### config.mk
export PLATFORM = sky130hd
export DESIGN_NAME = twi_reg_slave
export DESIGN_NICKNAME = d
export VERILOG_FILES = /design/src/rtl/twi_pkg.sv /design/src/rtl/twi_sync.sv /design/src/rtl/twi_bus_events.sv /design/src/rtl/twi_slave_fsm.sv /design/src/rtl/twi_reg_slave.sv
export SDC_FILE = /design/constraint.sdc
export NUM_CORES = 1
export LEC_CHECK = 0
export BUFFER_PORTS_ARGS = -buffer_cell sky130_fd_sc_hd__buf_2
export CELL_PAD_IN_SITES_DETAIL_PLACEMENT = 1
export CELL_PAD_IN_SITES_GLOBAL_PLACEMENT = 1
export CORE_MARGIN = 1
export CORE_UTILIZATION = 30
export CTS_BUF_LIST = sky130_fd_sc_hd__clkbuf_4 sky130_fd_sc_hd__clkbuf_8
export DETAILED_ROUTE_END_ITERATION = 10
export PLACE_DENSITY_LB_ADDON = 0.1
export SYNTH_ARGS = -nofsm -noshare
export SYNTH_HDL_FRONTEND = slang
export SYNTH_SLANG_ARGS = --single-unit
### constraint.sdc
create_clock -name clk -period 2.75 [get_ports clk]
set_clock_uncertainty 0.15 [all_clocks]
set_input_delay 0 -clock clk [delete_from_list [all_inputs] [get_ports clk]]
set_output_delay 0 -clock clk [all_outputs]
set_load 0.03 [all_outputs]
### src/rtl/twi_pkg.sv
package twi_pkg;
   localparam int BYTE_W = 8;

   typedef enum logic [3:0] {
      ST_IDLE,
      ST_ADDR,
      ST_AACK,
      ST_PTR,
      ST_PACK,
      ST_WDAT,
      ST_WACK,
      ST_RDAT,
      ST_RACK,
      ST_IGN
   } twi_st_e;
endpackage

### src/rtl/twi_sync.sv
module twi_sync #(
   parameter int              STAGES = 2,
   parameter int              W      = 1,
   parameter logic [W-1:0]    INIT   = '1
) (
   input  logic         clk,
   input  logic         rst_n,
   input  logic [W-1:0] d,
   output logic [W-1:0] q
);
   logic [STAGES-1:0][W-1:0] chain;

   always_ff @(posedge clk or negedge rst_n) begin
      if (!rst_n) chain <= {STAGES{INIT}};
      else        chain <= {chain[STAGES-2:0], d};
   end

   assign q = chain[STAGES-1];
endmodule

### src/rtl/twi_bus_events.sv
module twi_bus_events (
   input  logic clk,
   input  logic rst_n,
   input  logic scl_q,
   input  logic sda_q,
   output logic scl_rise,
   output logic scl_fall,
   output logic start_ev,
   output logic stop_ev
);
   logic scl_d, sda_d;

   always_ff @(posedge clk or negedge rst_n) begin
      if (!rst_n) begin
         scl_d <= 1'b1;
         sda_d <= 1'b1;
      end else begin
         scl_d <= scl_q;
         sda_d <= sda_q;
      end
   end

   assign scl_rise = scl_q & ~scl_d;
   assign scl_fall = ~scl_q & scl_d;
   // data edges while the clock stays high
   assign start_ev = scl_q & scl_d & sda_d & ~sda_q;
   assign stop_ev  = scl_q & scl_d & ~sda_d & sda_q;
endmodule

### src/rtl/twi_slave_fsm.sv
module twi_slave_fsm
   import twi_pkg::*;
#(
   parameter logic [3:0] ADDR_HI = 4'b0010,
   parameter int         ADDR_W  = 7
) (
   input  logic                clk,
   input  logic                rst_n,
   input  logic [2:0]          strap,
   input  logic                sda_q,
   input  logic                scl_rise,
   input  logic                scl_fall,
   input  logic                start_ev,
   input  logic                stop_ev,
   input  logic [BYTE_W-1:0]   reg_rdata,
   output logic                sda_drive,
   output logic [ADDR_W-1:0]   reg_addr,
   output logic                reg_wr,
   output logic [BYTE_W-1:0]   reg_wdata,
   output twi_st_e             state
);
   localparam int BITS_W = $clog2(BYTE_W);

   twi_st_e             st;
   logic [BITS_W-1:0]   bit_q;
   logic                full_q;
   logic [BYTE_W-1:0]   sh_q;
   logic [BYTE_W-2:0]   tx_q;
   logic                rw_q, auto_q, nack_q, drive_q, wr_q;
   logic [ADDR_W-1:0]   ptr_q;
   logic [BYTE_W-1:0]   wdata_q;
   logic                addr_hit;

   assign addr_hit = (sh_q[BYTE_W-1:1] == {ADDR_HI, strap});

   always_ff @(posedge clk or negedge rst_n) begin
      if (!rst_n) begin
         st      <= ST_IDLE;
         bit_q   <= '0;
         full_q  <= 1'b0;
         sh_q    <= '0;
         tx_q    <= '0;
         rw_q    <= 1'b0;
         auto_q  <= 1'b0;
         nack_q  <= 1'b0;
         drive_q <= 1'b0;
         wr_q    <= 1'b0;
         ptr_q   <= '0;
         wdata_q <= '0;
      end else begin
         wr_q <= 1'b0;
         if (start_ev) begin
            st      <= ST_ADDR;
            bit_q   <= '0;
            full_q  <= 1'b0;
            drive_q <= 1'b0;
         end else if (stop_ev) begin
            st      <= ST_IDLE;
            bit_q   <= '0;
            full_q  <= 1'b0;
            drive_q <= 1'b0;
         end else begin
            case (st)
               ST_ADDR, ST_PTR, ST_WDAT: begin
                  if (scl_rise && !full_q) begin
                     sh_q  <= {sh_q[BYTE_W-2:0], sda_q};
                     bit_q <= bit_q + BITS_W'(1);
                     if (bit_q == BITS_W'(BYTE_W - 1)) full_q <= 1'b1;
                  end else if (scl_fall && full_q) begin
                     full_q <= 1'b0;
                     bit_q  <= '0;
                     if (st == ST_ADDR) begin
                        if (addr_hit) begin
                           st      <= ST_AACK;
                           drive_q <= 1'b1;
                           rw_q    <= sh_q[0];
                        end else begin
                           st <= ST_IGN;
                        end
                     end else if (st == ST_PTR) begin
                        st      <= ST_PACK;
                        drive_q <= 1'b1;
                        auto_q  <= sh_q[BYTE_W-1];
                        ptr_q   <= sh_q[ADDR_W-1:0];
                     end else begin
                        st      <= ST_WACK;
                        drive_q <= 1'b1;
                        wr_q    <= 1'b1;
                        wdata_q <= sh_q;
                     end
                  end
               end
               ST_AACK, ST_PACK, ST_WACK: begin
                  if (scl_fall) begin
                     drive_q <= 1'b0;
                     if (st == ST_AACK && rw_q) begin
                        st      <= ST_RDAT;
                        tx_q    <= reg_rdata[BYTE_W-2:0];
                        drive_q <= ~reg_rdata[BYTE_W-1];
                     end else if (st == ST_AACK) begin
                        st <= ST_PTR;
                     end else begin
                        st <= ST_WDAT;
                        if (st == ST_WACK && auto_q) ptr_q <= ptr_q + ADDR_W'(1);
                     end
                  end
               end
               ST_RDAT: begin
                  if (scl_fall) begin
                     if (bit_q == BITS_W'(BYTE_W - 1)) begin
                        bit_q   <= '0;
                        drive_q <= 1'b0;
                        st      <= ST_RACK;
                     end else begin
                        bit_q   <= bit_q + BITS_W'(1);
                        drive_q <= ~tx_q[BYTE_W-2];
                        tx_q    <= {tx_q[BYTE_W-3:0], 1'b0};
                     end
                  end
               end
               ST_RACK: begin
                  if (scl_rise) begin
                     nack_q <= sda_q;
                     if (!sda_q && auto_q) ptr_q <= ptr_q + ADDR_W'(1);
                  end else if (scl_fall) begin
                     if (nack_q) begin
                        st <= ST_IGN;
                     end else begin
                        st      <= ST_RDAT;
                        tx_q    <= reg_rdata[BYTE_W-2:0];
                        drive_q <= ~reg_rdata[BYTE_W-1];
                     end
                  end
               end
               default: ;
            endcase
         end
      end
   end

   assign sda_drive = drive_q;
   assign reg_addr  = ptr_q;
   assign reg_wr    = wr_q;
   assign reg_wdata = wdata_q;
   assign state     = st;
endmodule

### src/rtl/twi_reg_slave.sv
module twi_reg_slave
   import twi_pkg::*;
#(
   parameter logic [3:0] ADDR_HI     = 4'b0010,
   parameter int         ADDR_W      = 7,
   parameter int         SYNC_STAGES = 2
) (
   input  logic              clk,
   input  logic              rst_n,
   input  logic [2:0]        strap_i,
   input  logic              scl_i,
   input  logic              sda_i,
   output logic              sda_oe_o,
   output logic [ADDR_W-1:0] reg_addr_o,
   output logic              reg_wr_o,
   output logic [7:0]        reg_wdata_o,
   input  logic [7:0]        reg_rdata_i
);
   generate
      if (ADDR_W < 2 || ADDR_W > BYTE_W - 1) begin : g_bad_addr_w
         $error("twi_reg_slave: ADDR_W must lie in 2..7");
      end
      if (SYNC_STAGES < 2) begin : g_bad_sync
         $error("twi_reg_slave: SYNC_STAGES must be at least 2");
      end
   endgenerate

   logic    scl_q, sda_q;
   logic    scl_rise, scl_fall, start_ev, stop_ev;
   twi_st_e fsm_st;

   twi_sync #(.STAGES(SYNC_STAGES), .W(2), .INIT(2'b11)) u_sync (
      .clk   (clk),
      .rst_n (rst_n),
      .d     ({scl_i, sda_i}),
      .q     ({scl_q, sda_q})
   );

   twi_bus_events u_ev (
      .clk      (clk),
      .rst_n    (rst_n),
      .scl_q    (scl_q),
      .sda_q    (sda_q),
      .scl_rise (scl_rise),
      .scl_fall (scl_fall),
      .start_ev (start_ev),
      .stop_ev  (stop_ev)
   );

   twi_slave_fsm #(.ADDR_HI(ADDR_HI), .ADDR_W(ADDR_W)) u_fsm (
      .clk       (clk),
      .rst_n     (rst_n),
      .strap     (strap_i),
      .sda_q     (sda_q),
      .scl_rise  (scl_rise),
      .scl_fall  (scl_fall),
      .start_ev  (start_ev),
      .stop_ev   (stop_ev),
      .reg_rdata (reg_rdata_i),
      .sda_drive (sda_oe_o),
      .reg_addr  (reg_addr_o),
      .reg_wr    (reg_wr_o),
      .reg_wdata (reg_wdata_o),
      .state     (fsm_st)
   );
endmodule

# Word-level counts from Yosys, hierarchy flattened
# Index checks and enable logic that the tools add are counted.
[totals]
inputBits = 15
output_inout_bits = 17
elab_cells = 168
register_bits = 49
[op_classes]
n_reduce_logical = 26
bitwise_logic = 18
n_addsub = 2
mux = 69
eq_ne = 37
[ops]
columns = ["op", "n"]
rows = [
  ["$mux 7", 17],
  ["$mux 4", 13],
  ["$pmux 7 s3", 2],
  ["$mux 1", 26],
  ["$mux 3", 7],
  ["$reduce_and 7->1", 3],
  ["$ne 4x3->1 const B", 5],
  ["$ne 2x1->1 const B", 9],
  ["$eq 4x3->1 const B", 4],
  ["$ne 4x4->1 const B", 4],
  ["$pmux 4 s4", 1],
  ["$ne 2x2->1 const B", 7],
  ["$reduce_and 13->1", 1],
  ["$not 1->1", 11],
  ["$reduce_and 10->1", 1],
  ["$reduce_and 9->1", 1],
  ["$reduce_bool 3->1", 3],
  ["$eq 4x2->1 const B", 2],
  ["$reduce_and 4->1", 2],
  ["$reduce_and 8->1", 1],
  ["$reduce_bool 4->1", 2],
  ["$add 7x1->7 const B", 1],
  ["$and 1x1->1", 7],
  ["$eq 7x5->1", 1],
  ["14 further kinds", 21],
]

# Longest topological paths before layout
[depth]
ltp_word = 8
depth_mapped = 8
depth_no_buf = 6

# By module
# A second synthesis with hierarchy kept.
[unflattened]
cells_unflattened = 251
hier_area_um2 = 2651.3
[by_module_without_submodules]
columns = ["mod", "seq_area_each_um2", "instances", "area_each_um2", "cells_per_inst"]
rows = [
  ["twi_slave_fsm", 1076.0, 1, 2446.1, 239],
  ["twi_sync", 105.1, 1, 120.1, 6],
  ["twi_bus_events", 52.6, 1, 85.1, 6],
]

# Worst setup path before layout
# OpenSTA, ideal clock, no wires.
[synth_timing]
path_type = "register to register"
startpoint = "reg u_fsm.sh_q[4]"
endpoint = "reg u_fsm.st[0] (netlist: u_fsm.state[0])"
period_less_slack_ps = 2003
t_required_ps = 2475
path_stages_with_launch = 6
setup_slack_ps = 747
n_path_buf = 0
arrival_time_ps = 1728
setup_ps = 125
cell_sequence = "dfrtp_1 -> or4b_4 -> nor4_4 -> nand3b_1 -> o211ai_1 -> mux2_4"
[synth_via]
elab_chain_len = 8
[synth_rtl]
columns = ["item", "line", "rtl"]
rows = [
  ["start, declared", "twi_slave_fsm.sv:27", "logic [BYTE_W-1:0] sh_q;"],
  ["start signal, assigned", "twi_slave_fsm.sv:66", "sh_q <= {sh_q[BYTE_W-2:0], sda_q};"],
  ["$eq 7x5->1", "twi_slave_fsm.sv:34", "assign addr_hit = (sh_q[BYTE_W-1:1] == {ADDR_HI, strap});"],
  ["$mux 4", "twi_slave_fsm.sv:73", "if (addr_hit) begin"],
  ["$mux 4", "twi_slave_fsm.sv:72", "if (st == ST_ADDR) begin"],
  ["$mux 4", "twi_slave_fsm.sv:69", "end else if (scl_fall && full_q) begin"],
  ["$mux 4", "twi_slave_fsm.sv:65", "if (scl_rise && !full_q) begin"],
  ["$pmux 4 s4", "twi_slave_fsm.sv:63", "case (st)"],
  ["$mux 4", "twi_slave_fsm.sv:57", "end else if (stop_ev) begin"],
  ["$mux 4", "twi_slave_fsm.sv:52", "if (start_ev) begin"],
  ["end signal, assigned", "twi_slave_fsm.sv:53", "st <= ST_ADDR;"],
  ["end signal, assigned", "twi_slave_fsm.sv:58", "st <= ST_IDLE;"],
  ["end signal, assigned", "twi_slave_fsm.sv:74", "st <= ST_AACK;"],
  ["end, declared", "twi_slave_fsm.sv:24", "twi_st_e st;"],
]
# No other way between the ends. The select of a mux whose other input is x is not followed.
# A chain may end at the register's enable or synchronous reset.

# Final worst setup path
[layout_timing]
startpoint = "reg u_fsm.st[3] (netlist: u_fsm.state[3])"
endpoint = "reg u_fsm.st[0] (netlist: u_fsm.state[0])"
[layout_via]
elab_chain_len = 7
word_cells_on_any_way = 28
cone_classes = "15 x eq/ne; 8 x mux; 5 x reduce/logical"
[layout_rtl]
columns = ["item", "line", "rtl"]
rows = [
  ["start signal, assigned", "twi_slave_fsm.sv:38", "st <= ST_IDLE;"],
  ["start signal, assigned", "twi_slave_fsm.sv:53", ""],
  ["start signal, assigned", "twi_slave_fsm.sv:58", ""],
  ["$eq 4x1->1 / $eq 4x2->1 (equally long branches)", "twi_slave_fsm.sv:63, twi_slave_fsm.sv:72, twi_slave_fsm.sv:96", ""],
  ["$mux 4 / $logic_and 1x1->1 (equally long branches)", "twi_slave_fsm.sv:72, twi_slave_fsm.sv:96", ""],
  ["$mux 4, on equally long branches", "twi_slave_fsm.sv:69, twi_slave_fsm.sv:96", ""],
  ["$mux 4, on equally long branches", "twi_slave_fsm.sv:65, twi_slave_fsm.sv:94", ""],
  ["$pmux 4 s4", "twi_slave_fsm.sv:63", ""],
  ["$mux 4", "twi_slave_fsm.sv:57", ""],
  ["$mux 4", "twi_slave_fsm.sv:52", ""],
]
# Parallel ways exist; a longest one is shown, timed or not. The select of a mux whose other input is x is not followed.

==> impl_metrics.env <==
export IMPL_dr_pass1_iters=4
export IMPL_grt_pass1_vias=2068
export IMPL_cts_made_buffers=5
export IMPL_vdd_drop_max_uv=286
export IMPL_viasPerCell=5.06
export IMPL_synth_xor_area_share_pct=1.33
export IMPL_rsz0062_at_grt="no"
export IMPL_insertion_delay_ns=0.31
export IMPL_yosys_area_top_type="dfrtp_1"
export IMPL_antenna_cells=0
export IMPL_yosysSeqAreaShare_pct=46.8
export IMPL_drv_cap=0
export IMPL_power_leakage_nw=1.46
export IMPL_hold_violations=0
export IMPL_syn_cell_area_um2=2640
export IMPL_p_clk_share_pct=16.8
export IMPL_layout_nets=306
export IMPL_synth_compound_area_share_pct=16.4
export IMPL_htree_levels=2
export IMPL_grt_max_degree=34
export IMPL_required_ns=2.80
export IMPL_status="finished clean"
export IMPL_finalSetupViolCount=0
export IMPL_yosysTopAreaCellShare_pct=40.8
export IMPL_dieArea_um2=9170
export IMPL_hp_class="in2reg"
export IMPL_portBuffers=31
export IMPL_p_comb_share_pct=40.0
export IMPL_overflow=0
export IMPL_p_switching_mw=1.23
export IMPL_synth_top_family_by_area="compound AO/OA/AOI/OAI gates"
export IMPL_synth_cells=245
export IMPL_cts_setup_buffers=0
export IMPL_gp_congestion=0.755
export IMPL_tns_ns=0
export IMPL_ctsHoldBuffers=13
export IMPL_yosysWarnings=0
export IMPL_slew_headroom_pct=65.7
export IMPL_yosys_most_used_dff="dfrtp_1"
export IMPL_slew_viol_final=0
export IMPL_muxShareOfSynthArea_pct=13.4
export IMPL_worst_endpoint_arrival_ns=2.34
export IMPL_synth_edf_count=0
export IMPL_drive_gt1_share_pct=29.4
export IMPL_syn_to_final_growth_pct=16.6
export IMPL_drc=0
export IMPL_syn_num_nets=263
export IMPL_cts_tree="yes"
export IMPL_fp_coreArea_um2=8340
export IMPL_initialDrtViolationCount=45
export IMPL_critPathCaptureType="register"
export IMPL_switching_share_pct=43.5
export IMPL_fmax_mhz=436
export IMPL_async_reset_ff_share_pct=100
export IMPL_dp_hpwl_mm=4.53
export IMPL_clock_path_buffers=2
export IMPL_fin_crit_ns=2.29
export IMPL_cts_sinks=49
export IMPL_io_pins=32
export IMPL_crit_type="reg2reg"
export IMPL_worst_pin_slew_ns=0.515
export IMPL_pre_cts_slack_ns=0.467
export IMPL_synthAdderAreaFrac_pct=1.42
export IMPL_start_util_pct=31.6
export IMPL_synth_most_common_cell="dfrtp_1"
export IMPL_clockRootBuffer="clkbuf_8"
export IMPL_p_per_area_nw_per_um2=916
export IMPL_wire_per_inst_um=16.3
export IMPL_gr_usage_all_layers_pct=15.4
export IMPL_cts_resized=0
export IMPL_clkSlewWorstSetupHoldPaths_ns=0.10
export IMPL_fp_dieH_um=95.7
export IMPL_ys_ff_latch=49
export IMPL_layout_setup_ws_ns=0.458
export IMPL_vias=1992
export IMPL_p_seq_share_pct=43.1
export IMPL_yosysUniqueCellTypes=53
export IMPL_drt_total_wl_mm=6.43
export IMPL_intPower_mw=1.59
export IMPL_die_w_um=95.7
export IMPL_synth_simple_area_share_pct=15.1
export IMPL_cp_max_fo=15
export IMPL_post_route_period_util_pct=83.4
export IMPL_antenna_found_initial=0
export IMPL_grt_pass1_wl_mm=10.8
export IMPL_synth_commonest_cells="dfrtp_1 (43), mux2_2 (22), nand2_1 (22), o21ai_0 (18), a21oi_1 (14)"
export IMPL_yosys_top_cells_area="dfrtp_1 (41%), mux2_2 (9.4%), dfstp_2 (6.0%), mux2i_1 (3.4%), o21ai_0 (3.4%)"
export IMPL_syn_area_per_cell_um2=10.8
export IMPL_cp_start_kind="register"
export IMPL_row_count=33
export IMPL_antenna_left=0
sequential cells by signal (all words and copies together), names as in the netlist, 2 cells and up:
signal,count
u_fsm.state,4
u_fsm.tx_q,7
u_sync.chain,2
u_fsm.sh_q,8
u_sync.q,2
u_fsm.bit_q,3
u_fsm.reg_addr,7
u_fsm.reg_wdata,8
cells by family (layout without fill, tap and decap cells):
group	after synthesis	count (layout)
buf+inv	20	64
flops	49	49
compound gates	65	65
fa+ha+maj	3	3
simple gates	72	72
mux	32	32
xor+xnor	4	4
stage by stage:
step           utilization [%]  hold WS [ns]  cells  total power [mW]  instance area (µm²)
6_report                  36.9         0.174    394              2.82                 3070
5_1_grt                   36.9         0.166    394              3.05                 3070
4_1_cts                   36.9         0.150    394              2.87                 3070
3_5_place_dp              34.1        -0.187    373              2.35                 2850
3_3_place_gp              34.1        -0.191    373              2.35                 2850
2_1_floorplan                -        -0.446    245              2.09                 2640
critical path: stages, from the launching register on:
cell,delay [ns]
dfrtp_1,0.63
or3b_1,0.45
a21oi_2,0.30
o221ai_2,0.23
nand2_1,0.14
mux2_4,0.30
cell usage in the layout (no fill, tap or decap), types with 4 or more instances in the layout:
cell	Yosys	routed
dlygate4sd3_1	0	13
xor2_1	4	4
a21oi_1	14	14
buf_2	4	31
dfrtp_1	43	43
nand3_1	9	9
mux2i_1	9	9
nand2b_1	7	7
nand2_1	22	22
a31oi_1	8	8
clkbuf_8	5	5
o21ai_0	18	18
nand4_1	4	4
mux2_2	22	22
inv_1	5	5
nor2_1	12	12
dfstp_2	6	6
buf_4	0	7
worst paths after layout:
| path | from | cells past startpoint | slack [ns] | endpoint |
|---|---|---|---|---|
| hold / removal | scl_i | 2 | 0.17 | u_sync.chain[1]$_DFF_PN1_ |
| min in group asynchronous | rst_n | 3 | 0.51 | u_fsm.rw_q$_DFFE_PN0P_ |
| setup reg to reg | u_fsm.state[3]$_DFFE_PN0P_ | 5 | 0.46 | u_fsm.state[0]$_DFFE_PN0P_ |
| hold reg to reg | u_sync.chain[0]$_DFF_PN1_ | 0 | 0.21 | u_sync.q[0]$_DFF_PN1_ |
| max in group asynchronous | rst_n | 4 | 0.90 | u_fsm.tx_q[6]$_DFFE_PN0P_ |
| setup / recovery | u_fsm.state[3]$_DFFE_PN0P_ | 5 | 0.46 | u_fsm.state[0]$_DFFE_PN0P_ |
per-layer routing:
metal / wire length (µm) / up-vias / global-route usage [%]
li1: - / 982 / -
met5: 0 / - / 0
met3: 124 / 6 / 2.29
met2: 2960 / 24 / 23.9
met1: 3280 / 980 / 22.5
met4: 68 / 0 / 3.73
power groups by stage:
stage	clock (mW)	combinational [mW]	sequential, mW
after detailed placement	0	1.12	1.24
after floorplan	0	0.893	1.20
final	0.473	1.13	1.22
after CTS	0.508	1.14	1.22
after global routing	0.529	1.26	1.26
after global placement	0	1.11	1.24
area by class of cell:
| cell class | count | area (µm²) |
|---|---|---|
| fillers | 980 | 5270 |
| multi-input cells | 176 | 1250 |
| flip-flops and latches | 49 | 1230 |
| repair buffers | 51 | 338 |
| well taps | 105 | 131 |
| clock buffers | 5 | 68.8 |
| clock inverters | 3 | 28.8 |
| inverters | 5 | 18.8 |
Power figures use the tool's default switching activity.
